### config.mk
export PLATFORM = sky130hd
export DESIGN_NAME = irtx_top
export DESIGN_NICKNAME = d
export VERILOG_FILES = /design/src/rtl/irtx_pkg.sv /design/src/rtl/irtx_regs.sv /design/src/rtl/irtx_seq.sv /design/src/rtl/irtx_carrier.sv /design/src/rtl/irtx_top.sv
export SDC_FILE = /design/constraint.sdc
export NUM_CORES = 1
export LEC_CHECK = 0
export BUFFER_PORTS_ARGS = -buffer_cell sky130_fd_sc_hd__buf_4
export CORE_ASPECT_RATIO = 0.9
export CORE_MARGIN = 2
export CORE_UTILIZATION = 25
export CTS_CLUSTER_SIZE = 14
export DETAILED_ROUTE_END_ITERATION = 10
export GPL_TIMING_DRIVEN = 0
export PLACE_DENSITY = 0.38
export SLEW_MARGIN = 20
export SYNTH_ARGS = -nofsm -noshare
export SYNTH_HDL_FRONTEND = slang
export SYNTH_HIERARCHICAL = 1
export SYNTH_SLANG_ARGS = --single-unit
### constraint.sdc
create_clock -name clk -period 6.75 [get_ports clk]
set_input_delay 0.3375 -clock clk [delete_from_list [all_inputs] [get_ports clk]]
set_output_delay 0.3375 -clock clk [all_outputs]
set_load 0.005 [all_outputs]
### src/rtl/irtx_pkg.sv
package irtx_pkg;
  localparam int ADDR_W = 3;
  localparam int LEN_W  = 7;

  localparam logic [ADDR_W-1:0] A_CTRL  = 3'd0;
  localparam logic [ADDR_W-1:0] A_SLOT0 = 3'd1;
  localparam logic [ADDR_W-1:0] A_CPER  = 3'd3;
  localparam logic [ADDR_W-1:0] A_CHIGH = 3'd4;

  typedef struct packed {
    logic [3:0] spare;
    logic       fin_irq;
    logic       invert;
    logic       modulate;
    logic       run;
  } ctrl_t;

  // Carrier period with the lower bound applied.
  function automatic logic [LEN_W-1:0] eff_period(input logic [LEN_W-1:0] raw);
    return (raw < LEN_W'(2)) ? LEN_W'(2) : raw;
  endfunction

  // Next carrier phase, wrapping at the effective period.
  function automatic logic [LEN_W-1:0] phase_next(input logic [LEN_W-1:0] ph,
                                                 input logic [LEN_W-1:0] per);
    return (ph >= per - LEN_W'(1)) ? '0 : ph + LEN_W'(1);
  endfunction

  // Carrier level for a phase.
  function automatic logic carrier_bit(input logic [LEN_W-1:0] ph,
                                       input logic [LEN_W-1:0] high,
                                       input logic pol);
    return (ph < high) ^ pol;
  endfunction
endpackage

### src/rtl/irtx_regs.sv
module irtx_regs
  import irtx_pkg::*;
(
  input  logic              clk,
  input  logic              rst_n,
  input  logic              wr_en,
  input  logic [ADDR_W-1:0] wr_addr,
  input  logic [7:0]        wr_data,
  output ctrl_t             ctrl_q,
  output logic [LEN_W-1:0]  per_raw,
  output logic              car_pol,
  output logic [LEN_W-1:0]  high_q,
  output logic              start_req,
  output logic              stop_req,
  output logic              fin_en_now
);
  logic ctrl_wr;
  assign ctrl_wr    = wr_en && (wr_addr == A_CTRL);
  assign start_req  = ctrl_wr && wr_data[0];
  assign stop_req   = ctrl_wr && !wr_data[0];
  assign fin_en_now = ctrl_wr ? wr_data[3] : ctrl_q.fin_irq;

  always_ff @(posedge clk or negedge rst_n) begin
    if (!rst_n) begin
      ctrl_q  <= '0;
      per_raw <= LEN_W'(2);
      car_pol <= 1'b0;
      high_q  <= LEN_W'(1);
    end else if (wr_en) begin
      if (wr_addr == A_CTRL)  ctrl_q <= ctrl_t'(wr_data);
      if (wr_addr == A_CPER) begin
        per_raw <= wr_data[LEN_W-1:0];
        car_pol <= wr_data[7];
      end
      if (wr_addr == A_CHIGH) high_q <= wr_data[LEN_W-1:0];
    end
  end
endmodule

### src/rtl/irtx_seq.sv
module irtx_seq
  import irtx_pkg::*;
#(
  parameter int UNIT_CYC = 5000
) (
  input  logic              clk,
  input  logic              rst_n,
  input  logic              wr_en,
  input  logic [ADDR_W-1:0] wr_addr,
  input  logic [7:0]        wr_data,
  input  logic              start_req,
  input  logic              stop_req,
  output logic              active,
  output logic              cur_pulse,
  output logic              refill_ev,
  output logic              finish_ev,
  output logic              restart
);
  localparam int CYC_W = (UNIT_CYC > 1) ? $clog2(UNIT_CYC) : 1;
  localparam int NSLOT = 2;

  logic [7:0]       slot_q [NSLOT];
  logic             sel;
  logic [LEN_W-1:0] units_left;
  logic [CYC_W-1:0] cyc;

  logic       unit_done, sample_end, load_now, next_idx, nxt_zero;
  logic [7:0] nxt;

  assign unit_done  = active && (cyc == CYC_W'(UNIT_CYC - 1));
  assign sample_end = unit_done && (units_left == LEN_W'(1));
  assign load_now   = (start_req && !active) || sample_end;
  assign next_idx   = active ? ~sel : 1'b0;
  assign nxt        = slot_q[next_idx];
  assign nxt_zero   = (nxt[LEN_W-1:0] == '0);

  assign restart   = load_now && !nxt_zero && !stop_req;
  assign refill_ev = sample_end && !nxt_zero && !stop_req;
  assign finish_ev = load_now && nxt_zero && !stop_req;

  for (genvar k = 0; k < NSLOT; k++) begin : g_slot
    always_ff @(posedge clk or negedge rst_n) begin
      if (!rst_n)
        slot_q[k] <= '0;
      else if (wr_en && wr_addr == ADDR_W'(int'(A_SLOT0) + k))
        slot_q[k] <= wr_data;
      else if (restart && (int'(next_idx) == k))
        slot_q[k] <= '0;
    end
  end

  always_ff @(posedge clk or negedge rst_n) begin
    if (!rst_n) begin
      active     <= 1'b0;
      sel        <= 1'b0;
      cur_pulse  <= 1'b0;
      units_left <= '0;
      cyc        <= '0;
    end else if (stop_req) begin
      active <= 1'b0;
    end else if (load_now) begin
      if (nxt_zero) begin
        active <= 1'b0;
      end else begin
        active     <= 1'b1;
        sel        <= next_idx;
        cur_pulse  <= nxt[7];
        units_left <= nxt[LEN_W-1:0];
        cyc        <= '0;
      end
    end else if (active) begin
      if (unit_done) begin
        cyc        <= '0;
        units_left <= units_left - LEN_W'(1);
      end else begin
        cyc <= cyc + CYC_W'(1);
      end
    end
  end
endmodule

### src/rtl/irtx_carrier.sv
module irtx_carrier
  import irtx_pkg::*;
#(
  parameter int HALF_CYC = 50
) (
  input  logic             clk,
  input  logic             rst_n,
  input  logic             run,
  input  logic             restart,
  input  logic [LEN_W-1:0] per,
  input  logic [LEN_W-1:0] high,
  input  logic             pol,
  output logic             carrier,
  output logic [LEN_W-1:0] phase
);
  localparam int PRE_W = (HALF_CYC > 1) ? $clog2(HALF_CYC) : 1;

  logic [PRE_W-1:0] pre;

  always_ff @(posedge clk or negedge rst_n) begin
    if (!rst_n) begin
      pre   <= '0;
      phase <= '0;
    end else if (!run || restart) begin
      pre   <= '0;
      phase <= '0;
    end else if (pre == PRE_W'(HALF_CYC - 1)) begin
      pre   <= '0;
      phase <= phase_next(phase, per);
    end else begin
      pre <= pre + PRE_W'(1);
    end
  end

  assign carrier = carrier_bit(phase, high, pol);
endmodule

### src/rtl/irtx_top.sv
module irtx_top
  import irtx_pkg::*;
#(
  parameter int HALF_CYC = 50,
  parameter int UNIT_CYC = 5000
) (
  input  logic              clk,
  input  logic              rst_n,
  input  logic              wr_en,
  input  logic [ADDR_W-1:0] wr_addr,
  input  logic [7:0]        wr_data,
  output logic              ir_o,
  output logic              irq_o
);
  ctrl_t            ctrl_q;
  logic [LEN_W-1:0] per_raw, eff_per, high_q, car_phase;
  logic             car_pol, start_req, stop_req, fin_en_now;
  logic             seq_active, seq_pulse, refill_ev, finish_ev, restart;
  logic             carrier, inv_w, mark_lvl;

  irtx_regs u_regs (
    .clk(clk), .rst_n(rst_n), .wr_en(wr_en), .wr_addr(wr_addr), .wr_data(wr_data),
    .ctrl_q(ctrl_q), .per_raw(per_raw), .car_pol(car_pol), .high_q(high_q),
    .start_req(start_req), .stop_req(stop_req), .fin_en_now(fin_en_now)
  );

  irtx_seq #(.UNIT_CYC(UNIT_CYC)) u_seq (
    .clk(clk), .rst_n(rst_n), .wr_en(wr_en), .wr_addr(wr_addr), .wr_data(wr_data),
    .start_req(start_req), .stop_req(stop_req), .active(seq_active),
    .cur_pulse(seq_pulse), .refill_ev(refill_ev), .finish_ev(finish_ev),
    .restart(restart)
  );

  assign eff_per = eff_period(per_raw);

  irtx_carrier #(.HALF_CYC(HALF_CYC)) u_car (
    .clk(clk), .rst_n(rst_n), .run(seq_active), .restart(restart),
    .per(eff_per), .high(high_q), .pol(car_pol),
    .carrier(carrier), .phase(car_phase)
  );

  assign inv_w    = ctrl_q.invert;
  assign mark_lvl = ctrl_q.modulate ? carrier : 1'b1;
  assign ir_o     = (seq_active & seq_pulse & mark_lvl) ^ inv_w;

  always_ff @(posedge clk or negedge rst_n) begin
    if (!rst_n) irq_o <= 1'b0;
    else        irq_o <= refill_ev | (finish_ev & fin_en_now);
  end
endmodule

==> impl_metrics.csv <==
group,metric,value,unit
status,outcome,"completed",
worst_setup_path,critical_path_class,"register to register",
worst_setup_path,critical_path.reg2reg.startpoint,"u_regs/per_raw[2]$_DFFE_PN0P_",
die,design.die.area,17600,sq um
timing,final_max_slew_viol_count,0,
clock_tree,cts_max_path_buffers,2,
clock_tree,cts_repair_resize_count,0,
grt,first_global_vias,3060,
clock_tree,cts_post_setup_buffers_inserted,0,
worst_setup_path,worstSetupStartpointType,"register",
detailed_routing,routed_wl,10400,um
timing,setup-tns-final,0,ns
logic_synthesis,syn_area,4140,sq um
pwr,clock_power_share,32.6,%
cells_and_area,final_net_count,450,
detailed_routing,route.detailed.vias_per_inst,4.86,
grt,grt_first_pass_wirelength,17200,um
die,die_w,140,um
detailed_routing,drtIter0Drc,179,
detailed_routing,drt-pass1-iter-count,4,
die,fp.dieH,126,um
die,io_pins,16,
detailed_routing,drc,0,
worst_hold_path,hp-class,"primary input to asynchronous set/reset pin",
detailed_routing,route.detailed.wl_per_inst,16.5,um
placement,port_buffers,15,
timing,skew,0.00668,ns
worst_setup_path,worstPathMaxFanout,7,
logic_synthesis,syn-mean-instance-area,10.6,sq um
clock_tree,post_cts_hold_buffer_count,0,
worst_setup_path,worst-endpoint-required,6.98,ns
clock_tree,cts_tree,"built",
placement,gp_congestion,0.738,
grt,initial_antenna_violation_count,0,
clock_tree,cts-root-buf,"clkbuf_16",
timing,clock.fmax,0.343,GHz
pwr,p_int,923,uW
detailed_routing,via_count,3053,
logic_synthesis,synth.yosys.warnings,6,
pwr,pwr_density_cell,292,nW/um^2
worst_setup_path,crit_path_end_kind,"register",
timing,unrepaired_setup_endpoints_after_global_routing,"no",
cells_and_area,regArea,1780,sq um
clock_tree,number_of_buffers_created_by_cts,9,
pwr,comb_power_share,26.6,%
timing,finalWorstPathRequiredPeriod,2.91,ns
cells_and_area,num_antenna_cells,0,
die,rows,44,
detailed_routing,antenna_left,0,
logic_synthesis,synth_cells,390,
die,initial_core_utilization,25.6,%
cells_and_area,multi_input_comb_area,2190,sq um
pwr,worst_ir_drop_vdd,0.000143,V
timing,final.period_utilization,43.2,%
timing,report.final.hold_viol_count,0,
pwr,total_power,1.40,mW
worst_setup_path,critical_path_arrival,3.14,ns
logic_synthesis,synth_nets,424,
clock_tree,clk_pin_slew_worst_paths,0.06,ns
pwr,power.share.switching,34.0,%
timing,max_slew.worst_pin.slew,0.946,ns
die,core_area,16200,sq um
cells_and_area,final_common_cell,"dfrtp_1",
clock_tree,clk-insertion-delay-late,0.34,ns
worst_setup_path,critical_path_start,"u_regs/per_raw[2]$_DFFE_PN0P_",
clock_tree,cts.htree.levels,3,
timing,timing.max_slew.rel_slack,36.9,%
grt,grt_start_max_net_pins,72,
pwr,total_leakage_power,2.15,nW
cells_and_area,drive_gt1_share,20.2,%
flow_run,max_cap_viols,0,
cells_and_area,area_growth_syn_to_layout,15.8,%
placement,dp.final_hpwl,7210,um
cells_and_area,layout_common_cells,"69 x dfrtp_1, 28 x nand2_1, 25 x mux2_2",
pwr,seq_power_share,40.9,%
grt,grt.overflow.total,0,
clock_tree,tritoncts_num_sinks,71,
pwr,switchingPower,476,uW
cells_and_area,fillers,1693,
grt,groute.usage.overall,12.6,%
timing,setup_viol,0,
==> worst paths after layout <==
kind	endpoint	slack, ns	depth (start not counted)
worst max-delay path	u_car/phase[3]$_DFFE_PN0P_	3.84	14
max in group asynchronous	u_seq/slot_q[6]$_DFFE_PN0P_	5.99	1
worst min-delay path	u_regs/per_raw[4]$_DFFE_PN0P_	0.15	1
worst min register to register	u_seq/cyc[9]$_DFFE_PN0P_	0.49	1
worst max register to register	u_car/phase[3]$_DFFE_PN0P_	3.84	14
min in group clk	u_seq/slot_q[7]$_DFFE_PN0P_	0.24	2
==> state kept, by name, summed over array words and instances (netlist names) <==
signal            flops
u_seq/sel             1
u_seq/slot_q         16
u_car/pre             6
u_seq/cyc            13
u_seq/units_left      7
u_regs/high_q         7
u_regs/ctrl_q         3
u_car/phase           7
u_seq/active          1
irq_o                 1
u_regs/car_pol        1
u_seq/cur_pulse       1
u_regs/per_raw        7
==> critical path: stages (launching register included) <==
cell and delay (ns):
dfrtp_1 0.39, nor4_1 0.25, nand2_1 0.09, and2_1 0.20, inv_1 0.10, ha_1 0.18
nand2_1 0.09, nor3_1 0.19, xnor2_1 0.11, ha_1 0.30, nand2_1 0.07, o2111ai_1 0.30
a21oi_2 0.13, and2_1 0.20, a22o_1 0.20
==> cell type report <==
cell class	count	share of cell area, %
buffer	19	2.14
clock buffer	9	4.70
clock inverter	7	1.23
inverter	18	1.41
multi-input combinational	282	45.7
sequential	71	37.1
tap	207	5.40
timing repair buffer	15	2.35
==> per-layer routing <==
layer / track usage [%] / routed length (um) / vias to the layer above
met5: 0 / 0 / -
met1: 17.7 / 5320 / 1513
met2: 19.3 / 4750 / 32
met4: 2.59 / 57 / 0
li1: - / - / 1504
met3: 3.61 / 258 / 4
==> metrics by stage <==
step                utilization, %  setup slack [ns]  instances  hold WS, ns  instance area (sq um)
finish                        29.6              3.84        628        0.150                   4800
global route                  29.6              3.61        628        0.226                   4800
floorplan                        -              4.12        390       0.0419                   4140
detailed placement            27.9              3.61        612        0.468                   4510
global placement              27.9              3.64        612        0.473                   4510
CTS                           29.6              3.82        628        0.195                   4800
==> power groups by stage <==
stage	logic, mW	registers, mW	clock network (mW)
after global placement	0.373	0.577	0
final	0.371	0.572	0.455
after detailed placement	0.376	0.579	0
after global routing	0.421	0.585	0.496
after floorplan	0.279	0.557	0
after CTS	0.377	0.571	0.476
Note: power is estimated with default switching activity, not from simulation.
